[config.mk]
export PLATFORM = sky130hd
export DESIGN_NAME = svc_regbank
export DESIGN_NICKNAME = d
export VERILOG_FILES = /design/src/rtl/svc_regbank.sv
export SDC_FILE = /design/constraint.sdc
export NUM_CORES = 1
export LEC_CHECK = 0
export ABC_AREA = 0
export BUFFER_PORTS_ARGS = -buffer_cell sky130_fd_sc_hd__buf_2
export CAP_MARGIN = 15
export CORE_AREA = 3 3 194 196
export CTS_CLUSTER_SIZE = 25
export DETAILED_ROUTE_END_ITERATION = 10
export DIE_AREA = 0 0 197 199
export GPL_ROUTABILITY_DRIVEN = 0
export GPL_TIMING_DRIVEN = 0
export PLACE_DENSITY = 0.85
export SYNTH_ARGS = -nofsm -noshare
export SYNTH_HDL_FRONTEND = slang
export SYNTH_SLANG_ARGS = --single-unit
[constraint.sdc]
create_clock -name clk -period 6.08 [get_ports clk]
set_input_delay 1.52 -clock clk [delete_from_list [all_inputs] [get_ports clk]]
set_output_delay 1.52 -clock clk [all_outputs]
set_load 0.1 [all_outputs]
[src/rtl/svc_regbank.sv]
module svc_regbank #(
  parameter int          IDX_W    = 5,
  parameter int          MM_OFS   = 10,
  parameter logic [63:0] RST_BASE = 64'h0003_FFFE_8000_0000
) (
  input  logic             clk,
  input  logic             rst_n,
  input  logic             req_valid,
  input  logic             req_write,
  input  logic             req_mmio,
  input  logic [IDX_W-1:0] req_index,
  input  logic [63:0]      req_wdata,
  input  logic [63:0]      stat_in,
  input  logic [63:0]      probe_addr,
  output logic [63:0]      rd_data,
  output logic             rd_valid,
  output logic             wr_err,
  output logic             win_en,
  output logic [29:0]      win_base,
  output logic             win_hit
);
  localparam int EW = IDX_W + 1;
  localparam int HI = 49;
  localparam int LO = 20;

  localparam logic [63:0] BASE_KEEP  = 64'h0003_FFFF_FFF0_0001;
  localparam logic [63:0] SBASE_KEEP = 64'h0003_FFFF_0000_0000;

  localparam logic [EW-1:0] I_FLT   = EW'(8'h00);
  localparam logic [EW-1:0] I_FAND  = EW'(8'h01);
  localparam logic [EW-1:0] I_FOR   = EW'(8'h02);
  localparam logic [EW-1:0] I_ACT0  = EW'(8'h06);
  localparam logic [EW-1:0] I_ACT1  = EW'(8'h07);
  localparam logic [EW-1:0] I_BASE  = EW'(8'h0A);
  localparam logic [EW-1:0] I_SBASE = EW'(8'h0B);
  localparam logic [EW-1:0] I_CTL   = EW'(8'h0E);
  localparam logic [EW-1:0] I_EMSK  = EW'(8'h0F);
  localparam logic [EW-1:0] I_CSET  = EW'(8'h12);
  localparam logic [EW-1:0] I_CCLR  = EW'(8'h13);
  localparam logic [EW-1:0] I_DUP   = EW'(8'h14);
  localparam logic [EW-1:0] I_STAT  = EW'(8'h15);

  logic [63:0] fault_q, act0_q, act1_q, base_q, sbase_q, ctl_q, emsk_q, dup_q;
  logic [EW-1:0] eff;
  logic [63:0]   rmux;
  logic          wr, rd, illegal;

  assign eff = req_mmio ? (EW'(req_index) + EW'(MM_OFS)) : EW'(req_index);
  assign wr  = req_valid &  req_write;
  assign rd  = req_valid & ~req_write;
  assign illegal = wr & (((eff == I_BASE) & req_mmio) | (eff == I_STAT));

  always_comb begin
    case (eff)
      I_FLT:   rmux = fault_q;
      I_ACT0:  rmux = act0_q;
      I_ACT1:  rmux = act1_q;
      I_BASE:  rmux = base_q;
      I_SBASE: rmux = sbase_q;
      I_CTL:   rmux = ctl_q;
      I_EMSK:  rmux = emsk_q;
      I_DUP:   rmux = dup_q;
      I_STAT:  rmux = stat_in;
      default: rmux = '1;
    endcase
  end

  always_ff @(posedge clk) begin
    if (!rst_n) begin
      fault_q <= '0;
      act0_q  <= '0;
      act1_q  <= '0;
      base_q  <= (RST_BASE & BASE_KEEP) | 64'd1;
      sbase_q <= '0;
      ctl_q   <= '0;
      emsk_q  <= '0;
      dup_q   <= '0;
    end else if (wr) begin
      case (eff)
        I_FLT:   fault_q <= req_wdata;
        I_FAND:  fault_q <= fault_q & req_wdata;
        I_FOR:   fault_q <= fault_q | req_wdata;
        I_ACT0:  act0_q  <= req_wdata;
        I_ACT1:  act1_q  <= req_wdata;
        I_BASE:  if (!req_mmio) base_q <= req_wdata & BASE_KEEP;
        I_SBASE: sbase_q <= req_wdata & SBASE_KEEP;
        I_CTL:   ctl_q   <= req_wdata;
        I_CSET:  ctl_q   <= ctl_q | req_wdata;
        I_CCLR:  ctl_q   <= ctl_q & ~req_wdata;
        I_EMSK:  emsk_q  <= req_wdata;
        I_DUP:   dup_q   <= req_wdata;
        default: ;
      endcase
    end
  end

  always_ff @(posedge clk) begin
    if (!rst_n) begin
      rd_data  <= '0;
      rd_valid <= 1'b0;
      wr_err   <= 1'b0;
    end else begin
      rd_valid <= rd;
      wr_err   <= illegal;
      if (rd) rd_data <= rmux;
    end
  end

  assign win_en   = base_q[0];
  assign win_base = base_q[HI:LO];
  assign win_hit  = win_en & (probe_addr[HI:LO] == win_base);
endmodule

Yosys cells after proc, flatten, opt, wreduce, memory -nomap -nowiden
Cells that the tools add are included.

Input port bits: 202. Latch bits: 0. Output and inout port bits: 98. Flip-flop bits (word level): 499. Bits in writable memories: 0. ROM bits: 0. Memories: 0.

Reduce and logical (&&, ||, !) cells: 11. Mux-type cells: 4. Shift-type cells: 0. Bitwise operators: 13. Divide/modulo/power cells: 0. Equality and inequality tests: 13. Add/subtract/negate cells: 1. $mul: 0. Order comparisons: 0.

Operators with widths (count): case mux 64 bit (9 select lines) (1); case mux 64 bit (3 select lines) (2); AND 64 bit (2); OR 64 bit (2); NOT 64 bit (1); equality test 30 bit (1); equality test 6 x 4 -> 1 bit (second input constant) (4); equality test 6 x 5 -> 1 bit (second input constant) (4); AND reduction 2 bit (7); equality test 6 x 3 -> 1 bit (second input constant) (2); adder 5 x 4 -> 6 bit (second input constant) (1); equality test 6 x 1 -> 1 bit (second input constant) (1); equality test 6 x 2 -> 1 bit (second input constant) (1); zero test 6 bit (1); 2-to-1 mux 6 bit (1); nonzero test 3 bit (2); AND 1 bit (5); AND reduction 3 bit (1); NOT 1 bit (2); OR 1 bit (1).

Depth between registers and ports, before layout
Depth after elaboration: 6. Gate-level depth with buffers: 10.

Worst setup path before layout
No wires, ideal clock.

Path type: input to output. From: in probe_addr[28]. To: out win_hit. Required time: 4560 ps. Cell stages on the path: 4. Slack: -636 ps. Data arrival time: 5196 ps. Path through: xnor2_1 -> nand4_1 -> or4_1 -> nor4_1.

Longest elaborated chain between the ends: 2.

Ends and longest elaborated chain: from (decl) (RTL line 14) `input logic [63:0] probe_addr,`; equality test 30 bit (RTL line 111) `assign win_hit = win_en & (probe_addr[HI:LO] == win_base);`; AND 1 bit (RTL line 111); to (decl) (RTL line 20) `output logic win_hit`.

Every way passes these cells.

Final worst setup path
From: in probe_addr[21]. To: out win_hit.

Same word-level chain as after synthesis.

==> impl_metrics.csv <==
group,metric,value,unit
min_path,hp-start,"act0_q[58]$_SDFFE_PN0P_",
grt,grt_use_total,0.403,
sta,finalCritPeriodShare,0.838,
clock_network,cts_tree,"done",
clock_network,postCtsResizedCells,0,
critical_path,path_buf_inv,2,
clock_network,clk_latency,590,ps
sta,worst_pin_slew,1190,ps
logic_synthesis,synthCells,2591,
clock_network,cts_hold_buf,0,
logic_synthesis,yosys_register_bits,499,
critical_path,reg2reg_slack,4530,ps
logic_synthesis,synth.avg_cell_area,8.76,µm²
critical_path,crit_cells,6,
floorplan,chipWidth,197,µm
critical_path,cpPeakStageDelay,610,ps
floorplan,fp-row-count,70,
floorplan,die_h,199,µm
critical_path,end_kind,"output pin",
logic_synthesis,synth.area.top_cells,"dfxtp_1 44%, nand2_1 11%, a21boi_1 8.3%",
critical_path,cp_top_family,"simple AND/OR/NAND/NOR gates",
sta,finClkSkew,24.2,ps
detailed_routing,drt-vias-per-instance,6.60,
power,p_int,0.00551,W
placement,place_area,0.0245,mm²
power,p_total,0.00750,W
sta,finalMaxSlewViolations,0,
logic_synthesis,synth_common_cells,"673 x nand2_1, 499 x dfxtp_1, 251 x a21boi_1, 149 x o21ai_0, 133 x clkbuf_1",
critical_path,r2r_start,"base_q[23]$_SDFFE_PN0P_",
min_path,min_to,"act0_q[58]$_SDFFE_PN0P_",
power,p_leak,9.27,nW
sta,max_freq,196,MHz
critical_path,timing.critical_path.mode_cell,"buf_2",
finish,layout-drive-gt1-share,0.194,
clock_network,cts_buffers,50,
floorplan,start_util,0.626,
clock_network,h-tree-depth,2,
power,powerDensity,286,mW/mm²
grt,first_global_vias,21600,
critical_path,crit_type,"in2out",
power,seqPwrFrac,0.447,
floorplan,ioPinCount,300,
logic_synthesis,synth_most_common_cell,"nand2_1",
sta,final_hold_viol_count,0,
power,p_sw,0.00199,W
finish,fin_nets,3080,
sta,setup_violations,0,
detailed_routing,dr.first_iter.drc_count,2959,
power,vdd_ir_drop_max,0.000248,V
logic_synthesis,ys.flop_type,"dfxtp_1",
grt,grt_pass1_wl,123000,µm
critical_path,worst_ep_arrival_time,3580,ps
detailed_routing,dr.pass1.iters,6,
finish,design_area,0.0262,mm²
sta,rsz0062_at_grt,"no",
sta,tns,0,ps
sta,period_needed,5100,ps
flow_run,drv_cap,0,
detailed_routing,ant_nets,0,
logic_synthesis,async_flop_share,0,
floorplan,coreArea,0.0363,mm²
min_path,hp-class,"reg2reg",
critical_path,crit_slowest_cell,"or4_1",
logic_synthesis,synth_cell_types,66,
critical_path,crit_fanout,1,
outcome,status,"completed",
grt,grt_overflow,0,
finish,area_growth,15.5,%
logic_synthesis,synth-edff-count,0,
critical_path,reg2reg_depth,5,
power,p_clk_frac,0.440,
critical_path,crit_path_start_kind,"input port",
logic_synthesis,syn_nets,2794,
clock_network,path_clk_slew,60,ps
detailed_routing,vias,22400,
critical_path,r2r_end,"rd_data[23]$_SDFFE_PN0P_",
logic_synthesis,synth_top_area_share,0.440,
grt,grt_max_degree,15,
clock_network,post_cts_buffers,0,
logic_synthesis,synth_area,0.0227,mm²
clock_network,root_buffer,"clkbuf_16",
min_path,hold_depth,2,
clock_network,cts_max_path_buffers,3,
power,p_sw_frac,0.266,
floorplan,die-area,0.0392,mm²
detailed_routing,routedWlPerCell,24.2,µm
logic_synthesis,synth-seq-area-share,0.440,
logic_synthesis,synth_top_area_cell,"dfxtp_1",
critical_path,required,4560,ps
critical_path,worstPathCellList,"buf_2 -> xnor2_1 -> nand4_1 -> or4_1 -> nor4_2 -> buf_2",
detailed_routing,routed_wl,82000,µm
logic_synthesis,yosysWarnings,0,
placement,dpl.hpwl,56600,µm
clock_network,cts.sinks,499,
grt,antenna_found_initial,7,
detailed_routing,remaining_drc_errors,0,
power,power_frac_comb,0.113,
sta,slew_headroom,0.204,
placement,io_buffers,234,
==> layer usage <==
metal  GRT usage  up-vias  part of all wire
li1            -     9718                 -
met4       0.242       10             0.068
met1       0.495    10500              0.36
met2       0.614     1680              0.43
met3       0.140      409              0.14
met5           0        -           0.00078
==> power groups by stage <==
stage          sequential (W)  combinational (W)  clock, W
6_report              0.00335           0.000848   0.00330
4_1_cts               0.00335           0.000821   0.00328
3_3_place_gp          0.00342           0.000804         0
2_1_floorplan         0.00365           0.000315         0
3_5_place_dp          0.00342           0.000815         0
5_1_grt               0.00336           0.000871   0.00340
==> worst max-delay path by stage <==
stage                   start       to  slack [ps]
3_3_place_gp   probe_addr[21]  win_hit        1000
5_1_grt        probe_addr[21]  win_hit         920
6_report       probe_addr[21]  win_hit         980
4_1_cts        probe_addr[21]  win_hit         980
3_5_place_dp   probe_addr[21]  win_hit         990
2_1_floorplan  probe_addr[28]  win_hit         530
==> layout by cell type (no fill, tap or decap), drive strengths merged, types with 3 or more instances in the layout <==
cell type    n
and2         5
diode        4
a21boi     332
a32oi        5
a32o        64
buf        352
xnor2       27
a31oi       46
nor2        58
mux4         4
clkbuf     205
mux2        92
nand4        7
nor4         3
or3          3
xor2         5
nand3       20
dfxtp      499
nor3         9
a211oi       4
a221oi      46
nor3b        4
clkinv      11
a41oi       18
a22oi       94
bufinv       7
nand2      675
o21ai      194
mux2i       52
nor2b       19
a21oi       28
==> metrics by stage <==
| step | worst slack [ps] | hold WS, ps | std cells | util |
|---|---|---|---|---|
| finish | 982 | 449 | 3389 | 0.723 |
| global route | 916 | 464 | 3387 | 0.723 |
| CTS | 983 | 450 | 3385 | 0.723 |
| detailed placement | 993 | 442 | 3293 | 0.675 |
| global placement | 1000 | 434 | 3293 | 0.675 |
| floorplan | 525 | 428 | 2591 | - |
==> layout make-up <==
cell class | count | area, µm²
inverters | 1 | 3.75
flip-flops and latches | 499 | 9990
diodes | 4 | 10.0
multi-input cells | 1840 | 11400
clock buffers | 72 | 1470
clock inverters | 20 | 282
fillers | 2699 | 10000
repair buffers | 234 | 1170
plain buffers | 251 | 1280
well taps | 468 | 586
==> logic make-up after synthesis <==
kind of cell | count (synthesis) | share of synthesized area
AOI/OAI and AO/OA | 843 | 0.270
and+or+nand+nor | 816 | 0.148
DFF | 499 | 0.440
buffers and inverters | 252 | 0.0564
muxes | 148 | 0.0726
xor gates and xnor gates | 32 | 0.0127
adders and majority gates | 1 | 0.000551
==> state kept, by name (all words and copies together) (netlist names) <==
signal / flops
dup_q: 64
fault_q: 64
base_q: 31
rd_valid: 1
act1_q: 64
wr_err: 1
act0_q: 64
ctl_q: 64
emsk_q: 64
sbase_q: 18
rd_data: 64
==> tightest hold or removal path: stages, from the launching register on <==
cell,delay [ps]
dfxtp_1,310
nand2_1,50
a21boi_1,50
No activity file was read; power rests on OpenSTA's default activity.
